$ cat config.mk
export PLATFORM = sky130hd
export DESIGN_NAME = exec_alu_stage
export DESIGN_NICKNAME = d
export VERILOG_FILES = /design/src/rtl/exec_pkg.sv /design/src/rtl/exec_fn_unit.sv /design/src/rtl/exec_shifter.sv /design/src/rtl/exec_cond.sv /design/src/rtl/exec_alu_stage.sv
export SDC_FILE = /design/constraint.sdc
export NUM_CORES = 1
export LEC_CHECK = 0
export ABC_AREA = 1
export CORE_MARGIN = 1.5
export CORE_UTILIZATION = 40
export DETAILED_ROUTE_END_ITERATION = 10
export DONT_BUFFER_PORTS = 1
export PLACE_DENSITY = 0.59
export RECOVER_POWER = 25
export SLEW_MARGIN = 20
export SYNTH_ARGS = -nofsm -noshare
export SYNTH_HDL_FRONTEND = slang
export SYNTH_SLANG_ARGS = --single-unit
$ cat constraint.sdc
create_clock -name clk -period 0.8 [get_ports clk]
set_input_delay 0 -clock clk [delete_from_list [all_inputs] [get_ports clk]]
set_output_delay 0 -clock clk [all_outputs]
set_load 0.02 [all_outputs]
$ cat src/rtl/exec_pkg.sv
package exec_pkg;

    typedef enum logic [2:0] {
        FN_ADD  = 3'd0,
        FN_SUB  = 3'd1,
        FN_AND  = 3'd2,
        FN_ANDN = 3'd3,
        FN_OR   = 3'd4,
        FN_ORN  = 3'd5,
        FN_XOR  = 3'd6,
        FN_XNOR = 3'd7
    } fn_e;

    typedef enum logic [3:0] {
        OP_SRL     = 4'd0,
        OP_SLL     = 4'd1,
        OP_ROR     = 4'd2,
        OP_ROL     = 4'd3,
        OP_SRA     = 4'd4,
        OP_PASS    = 4'd5,
        OP_RSV6    = 4'd6,
        OP_RSV7    = 4'd7,
        OP_RSV8    = 4'd8,
        OP_JNEG    = 4'd9,
        OP_JZERO   = 4'd10,
        OP_JCARRY  = 4'd11,
        OP_JALWAYS = 4'd12,
        OP_JNNEG   = 4'd13,
        OP_JNZERO  = 4'd14,
        OP_JNCARRY = 4'd15
    } op_e;

    // Shifter control decoded from the operation code
    typedef struct packed {
        logic enable;   // apply count at all
        logic left;     // operate on bit-reversed value
        logic rotate;   // wrap bits instead of filling
        logic arith;    // fill with sign bit (right only)
    } shctl_t;

endpackage

$ cat src/rtl/exec_fn_unit.sv
module exec_fn_unit
    import exec_pkg::*;
#(
    parameter int unsigned W = 32
) (
    input  logic [W-1:0] a,
    input  logic [W-1:0] b,
    input  fn_e          fn,
    output logic [W-1:0] y,
    output logic         cy
);

    // Odd codes all use the complemented second operand
    logic         inv_b;
    logic [W-1:0] b_m;
    logic [W:0]   sum;

    assign inv_b = fn[0];
    assign b_m   = inv_b ? ~b : b;
    assign sum   = {1'b0, a} + {1'b0, b_m} + {{W{1'b0}}, inv_b};

    always_comb begin
        y  = '0;
        cy = 1'b0;
        unique case (fn[2:1])
            2'd0: begin
                y  = sum[W-1:0];
                cy = sum[W];
            end
            2'd1: y = a & b_m;
            2'd2: y = a | b_m;
            2'd3: y = a ^ b_m;
            default: y = '0;
        endcase
    end

endmodule

$ cat src/rtl/exec_shifter.sv
module exec_shifter
    import exec_pkg::*;
#(
    parameter int unsigned W  = 32,
    parameter int unsigned CW = $clog2(W)
) (
    input  logic [W-1:0]  x,
    input  logic [CW-1:0] amt,
    input  shctl_t        ctl,
    output logic [W-1:0]  y
);

    logic [W-1:0] x_rev;
    logic [W-1:0] pre;
    logic [W-1:0] post;
    logic [W-1:0] post_rev;
    logic         fill;
    logic [W-1:0] stg [0:CW];

    // Left operations run through the right-going network on reversed bits
    for (genvar i = 0; i < W; i++) begin : g_rev
        assign x_rev[i]    = x[W-1-i];
        assign post_rev[i] = post[W-1-i];
    end

    assign pre    = ctl.left ? x_rev : x;
    assign fill   = ctl.arith & ~ctl.left & x[W-1];
    assign stg[0] = pre;

    for (genvar k = 0; k < CW; k++) begin : g_stage
        localparam int unsigned S = 1 << k;
        logic [W-1:0] moved;
        assign moved = ctl.rotate ? {stg[k][S-1:0], stg[k][W-1:S]}
                                  : {{S{fill}}, stg[k][W-1:S]};
        assign stg[k+1] = amt[k] ? moved : stg[k];
    end

    assign post = stg[CW];
    assign y    = !ctl.enable ? x : (ctl.left ? post_rev : post);

endmodule

$ cat src/rtl/exec_cond.sv
module exec_cond
    import exec_pkg::*;
#(
    parameter int unsigned W = 32
) (
    input  op_e          op,
    input  logic [W-1:0] val,
    input  logic         cy,
    output logic         taken
);

    logic is_neg;
    logic is_zero;

    assign is_neg  = val[W-1];
    assign is_zero = ~|val;

    always_comb begin
        unique case (op)
            OP_JNEG:    taken = is_neg;
            OP_JZERO:   taken = is_zero;
            OP_JCARRY:  taken = cy;
            OP_JALWAYS: taken = 1'b1;
            OP_JNNEG:   taken = ~is_neg;
            OP_JNZERO:  taken = ~is_zero;
            OP_JNCARRY: taken = ~cy;
            default:    taken = 1'b0;
        endcase
    end

endmodule

$ cat src/rtl/exec_alu_stage.sv
module exec_alu_stage
    import exec_pkg::*;
#(
    parameter int unsigned W  = 32,
    parameter int unsigned CW = $clog2(W)
) (
    input  logic          clk,
    input  logic          rst_n,
    input  logic [W-1:0]  opnd_a,
    input  logic [W-1:0]  opnd_b,
    input  logic [2:0]    fn_sel,
    input  logic [3:0]    op_sel,
    input  logic [CW-1:0] count,
    output logic [W-1:0]  result,
    output logic          carry,
    output logic          jump_taken
);

    fn_e          fn;
    op_e          op;
    shctl_t       shctl;
    logic [W-1:0] fn_val;
    logic         fn_cy;
    logic [W-1:0] sh_val;
    logic         jmp;

    assign fn = fn_e'(fn_sel);
    assign op = op_e'(op_sel);

    // Operation code to shifter control
    always_comb begin
        shctl = '0;
        unique case (op)
            OP_SRL:  shctl = '{enable: 1'b1, left: 1'b0, rotate: 1'b0, arith: 1'b0};
            OP_SLL:  shctl = '{enable: 1'b1, left: 1'b1, rotate: 1'b0, arith: 1'b0};
            OP_ROR:  shctl = '{enable: 1'b1, left: 1'b0, rotate: 1'b1, arith: 1'b0};
            OP_ROL:  shctl = '{enable: 1'b1, left: 1'b1, rotate: 1'b1, arith: 1'b0};
            OP_SRA:  shctl = '{enable: 1'b1, left: 1'b0, rotate: 1'b0, arith: 1'b1};
            default: shctl = '0;
        endcase
    end

    exec_fn_unit #(.W(W)) u_fn (
        .a  (opnd_a),
        .b  (opnd_b),
        .fn (fn),
        .y  (fn_val),
        .cy (fn_cy)
    );

    exec_shifter #(.W(W), .CW(CW)) u_sh (
        .x   (fn_val),
        .amt (count),
        .ctl (shctl),
        .y   (sh_val)
    );

    exec_cond #(.W(W)) u_cond (
        .op    (op),
        .val   (sh_val),
        .cy    (fn_cy),
        .taken (jmp)
    );

    always_ff @(posedge clk or negedge rst_n) begin
        if (!rst_n) begin
            result     <= '0;
            carry      <= 1'b0;
            jump_taken <= 1'b0;
        end else begin
            result     <= sh_val;
            carry      <= fn_cy;
            jump_taken <= jmp;
        end
    end

endmodule

==> results.py <==
metrics = {
    "detailed_routing": {
        "drc": 0,
        "wl_microns": 45300,
        "drtAntennaViolNets": 0,
        "first_pass_iters": 5,
        "drtIter0Drc": 1276,
        "wl_per_cell_microns": 19.8,
        "vias_per_cell": 5.55,
        "vias": 12700,
    },
    "setup_path": {
        "worstPathMaxFanout": 35,
        "path_common_cell": "nand2_1",
        "critPathLaunch": "fn_sel[0]",
        "cpPeakStageDelay_ns": 0.23,
        "crit_family": "simple AND/OR/NAND/NOR gates",
        "crit_required_ns": 0.95,
        "end_kind": "flop",
        "crit_type": "input port to flop",
        "worst_setup_path_start_kind": "input port",
        "crit_buf_inv": 3,
        "crit_arrival_ns": 3.42,
        "critPathSlowestCell": "xnor2_4",
    },
    "synth": {
        "yosysMostFrequentCell": "nand2_1",
        "yosysUniqueCellTypes": 43,
        "synth_edf_count": 0,
        "synth_area_leader_cell": "nand2_1",
        "ys_ff_latch": 34,
        "ys.flop_type": "dfrtp_1",
        "synth_area_sq_um": 8960,
        "syn-num-nets": 1834,
        "synthTopCellsByArea": "nand2_1 (24%), nand3_1 (20%), inv_1 (9.9%)",
        "seq_area_frac_synth": 0.0950,
        "synthArstFlopShare": 1.00,
        "syn_inst": 1691,
        "synth_commonest_cells": "nand2_1 (570), nand3_1 (350), inv_1 (237), nor2_1 (106), ha_1 (64)",
        "netlist.area_leader.share": 0.239,
        "yosys_warnings": 0,
        "avgSynthCellArea_sq_um": 5.30,
    },
    "power": {
        "power_density_nw_per_um2": 1250,
        "leakage_uw": 0.00814,
        "ir_worst_vdd_mv": 0.980,
    },
    "timing": {
        "holdWs_ns": -0.578,
        "grt_setup_unrepaired": "yes",
        "tightest_slew_ns": 0.539,
        "setup_ws_ns": -2.47,
        "setup_viol": 34,
        "fin_crit_ns": 3.27,
        "finalCritPeriodShare": 4.09,
        "hold_viol": 34,
        "max_freq_mhz": 305,
        "slew_violations": 0,
        "slew_headroom": 0.641,
    },
    "floorplan": {
        "die_h_microns": 153,
        "row_count": 54,
        "die_w_microns": 153,
        "dieArea_sq_um": 23300,
        "core_sq_um": 21900,
        "io_pins": 112,
        "initial_core_util": 0.409,
    },
    "placed_design": {
        "place_ws_ns": -3.11,
        "gp_congestion": 1.03,
        "post-place-cells": 2206,
        "io_buffers": 0,
        "place_hpwl_microns": 35400,
    },
    "finish": {
        "nNetsFinal": 2148,
        "diodes": 0,
        "post-route-util": 0.716,
        "final_cell_count_no_fill": 2286,
        "nFillCells": 1864,
        "syn2layout_area_growth_pct": 75.0,
        "final_layout_size_suffix_gt1_frac": 0.525,
    },
    "global_routing": {
        "grt_pass1_wl_microns": 67600,
        "antenna_found_initial": 0,
        "grt_pass1_vias": 11900,
        "track_usage": 0.369,
        "grt_overflow": 0,
        "grt_max_degree": 36,
    },
    "clock_network": {
        "cts.clk_slew.worst_paths_ns": 0.05,
        "cts_buffer_depth": 2,
        "hold_buffers": 2,
        "htreeDepth": 2,
        "root_buffer": "clkbuf_16",
        "cts_tree": "done",
        "cts_buffers": 5,
        "clkSinkCount": 34,
    },
    "job": {
        "drv_cap": 0,
    },
    "status": {
        "outcome": "finished with violations",
        "violations": "hold timing, setup timing",
    },
    "hold_path": {
        "worstHoldPathType": "input port to asynchronous set/reset pin",
    },
}
-- timing repair --
item | CTS | global route
gates resized for setup | 418 | 305
gates cloned | 0 | 0
pin swaps | 150 | 134
setup endpoints to repair | 34 | 34
setup buffers | 55 | 17
hold endpoints to repair | 35 | 34
-- cells by family (layout without fill, tap and decap cells) --
group,Yosys count,count (layout),synth area share
buffers and inverters,325,640,0.144
DFF,34,34,0.0950
xor gates and xnor gates,40,40,0.0391
AOI/OAI and AO/OA,103,103,0.0677
and+or+nand+nor,1124,1124,0.563
adders and majority gates,65,65,0.0916
-- metrics by stage --
stage | instance area (sq um) | hold WS, ns | setup TNS (ns) | power [uW]
3_3_place_gp | 11500 | -0.295 | -84.15 | 13300
5_1_grt | 15700 | -0.589 | -72.79 | 20800
2_1_floorplan | 9120 | -0.296 | -61.00 | 8680
3_5_place_dp | 11500 | -0.295 | -85.58 | 13400
4_1_cts | 14100 | -0.583 | -63.82 | 17600
6_report | 15700 | -0.578 | -68.19 | 19700
-- power breakdown --
| part | internal, uW | switching (uW) | leakage [uW] |
|---|---|---|---|
| Combinational | 6610 | 8660 | 0.00766 |
| Clock | 1230 | 628 | 0.0000729 |
| Sequential | 2030 | 499 | 0.000415 |
-- flip-flops by register name (all words and copies together), names as in the netlist --
signal,count
carry,1
result,32
jump_taken,1
-- worst max-delay path by stage --
stage | end | slack [ns] | depth (start not counted)
after global routing | jump_taken$_DFF_PN0_ | -2.64 | 31
final | jump_taken$_DFF_PN0_ | -2.47 | 32
after floorplan | jump_taken$_DFF_PN0_ | -2.23 | 35
after detailed placement | jump_taken$_DFF_PN0_ | -3.11 | 33
after CTS | jump_taken$_DFF_PN0_ | -2.24 | 34
after global placement | jump_taken$_DFF_PN0_ | -3.07 | 33
-- layout by cell type (no fill, tap or decap), types with 5 or more instances in the layout --
master	count
nand2_1	395
buf_4	339
inv_1	220
nand3_2	205
nand2_2	166
nand3_1	112
nor2_2	52
nand3_4	52
nor2_1	51
nand2_4	42
inv_2	34
dfrtp_1	34
ha_4	32
a21oi_1	30
ha_1	25
o22ai_1	23
xnor2_4	23
nor2_4	21
buf_6	18
a21oi_2	13
nand4_1	12
buf_12	12
xor2_1	7
o21ai_0	7
ha_2	7
clkbuf_16	5
-- final cells by class --
| class | count | area, sq um | area share |
|---|---|---|---|
| Clock buffer | 6 | 139 | 0.00886 |
| Clock inverter | 2 | 12.5 | 0.000798 |
| Inverter | 261 | 992 | 0.0633 |
| Multi-Input combinational cell | 1332 | 10300 | 0.659 |
| Sequential cell | 34 | 851 | 0.0543 |
| Tap cell | 280 | 350 | 0.0223 |
| Timing Repair Buffer | 371 | 3010 | 0.192 |
-- layer usage --
| layer | wire length (microns) | GRT usage | vias to the layer above |
|---|---|---|---|
| li1 | - | - | 6011 |
| met1 | 20200 | 0.530 | 5998 |
| met2 | 20000 | 0.582 | 599 |
| met3 | 3940 | 0.0637 | 80 |
| met4 | 1190 | 0.0609 | 0 |
| met5 | 0 | 0 | - |
No activity file was read; power rests on OpenSTA's default activity.
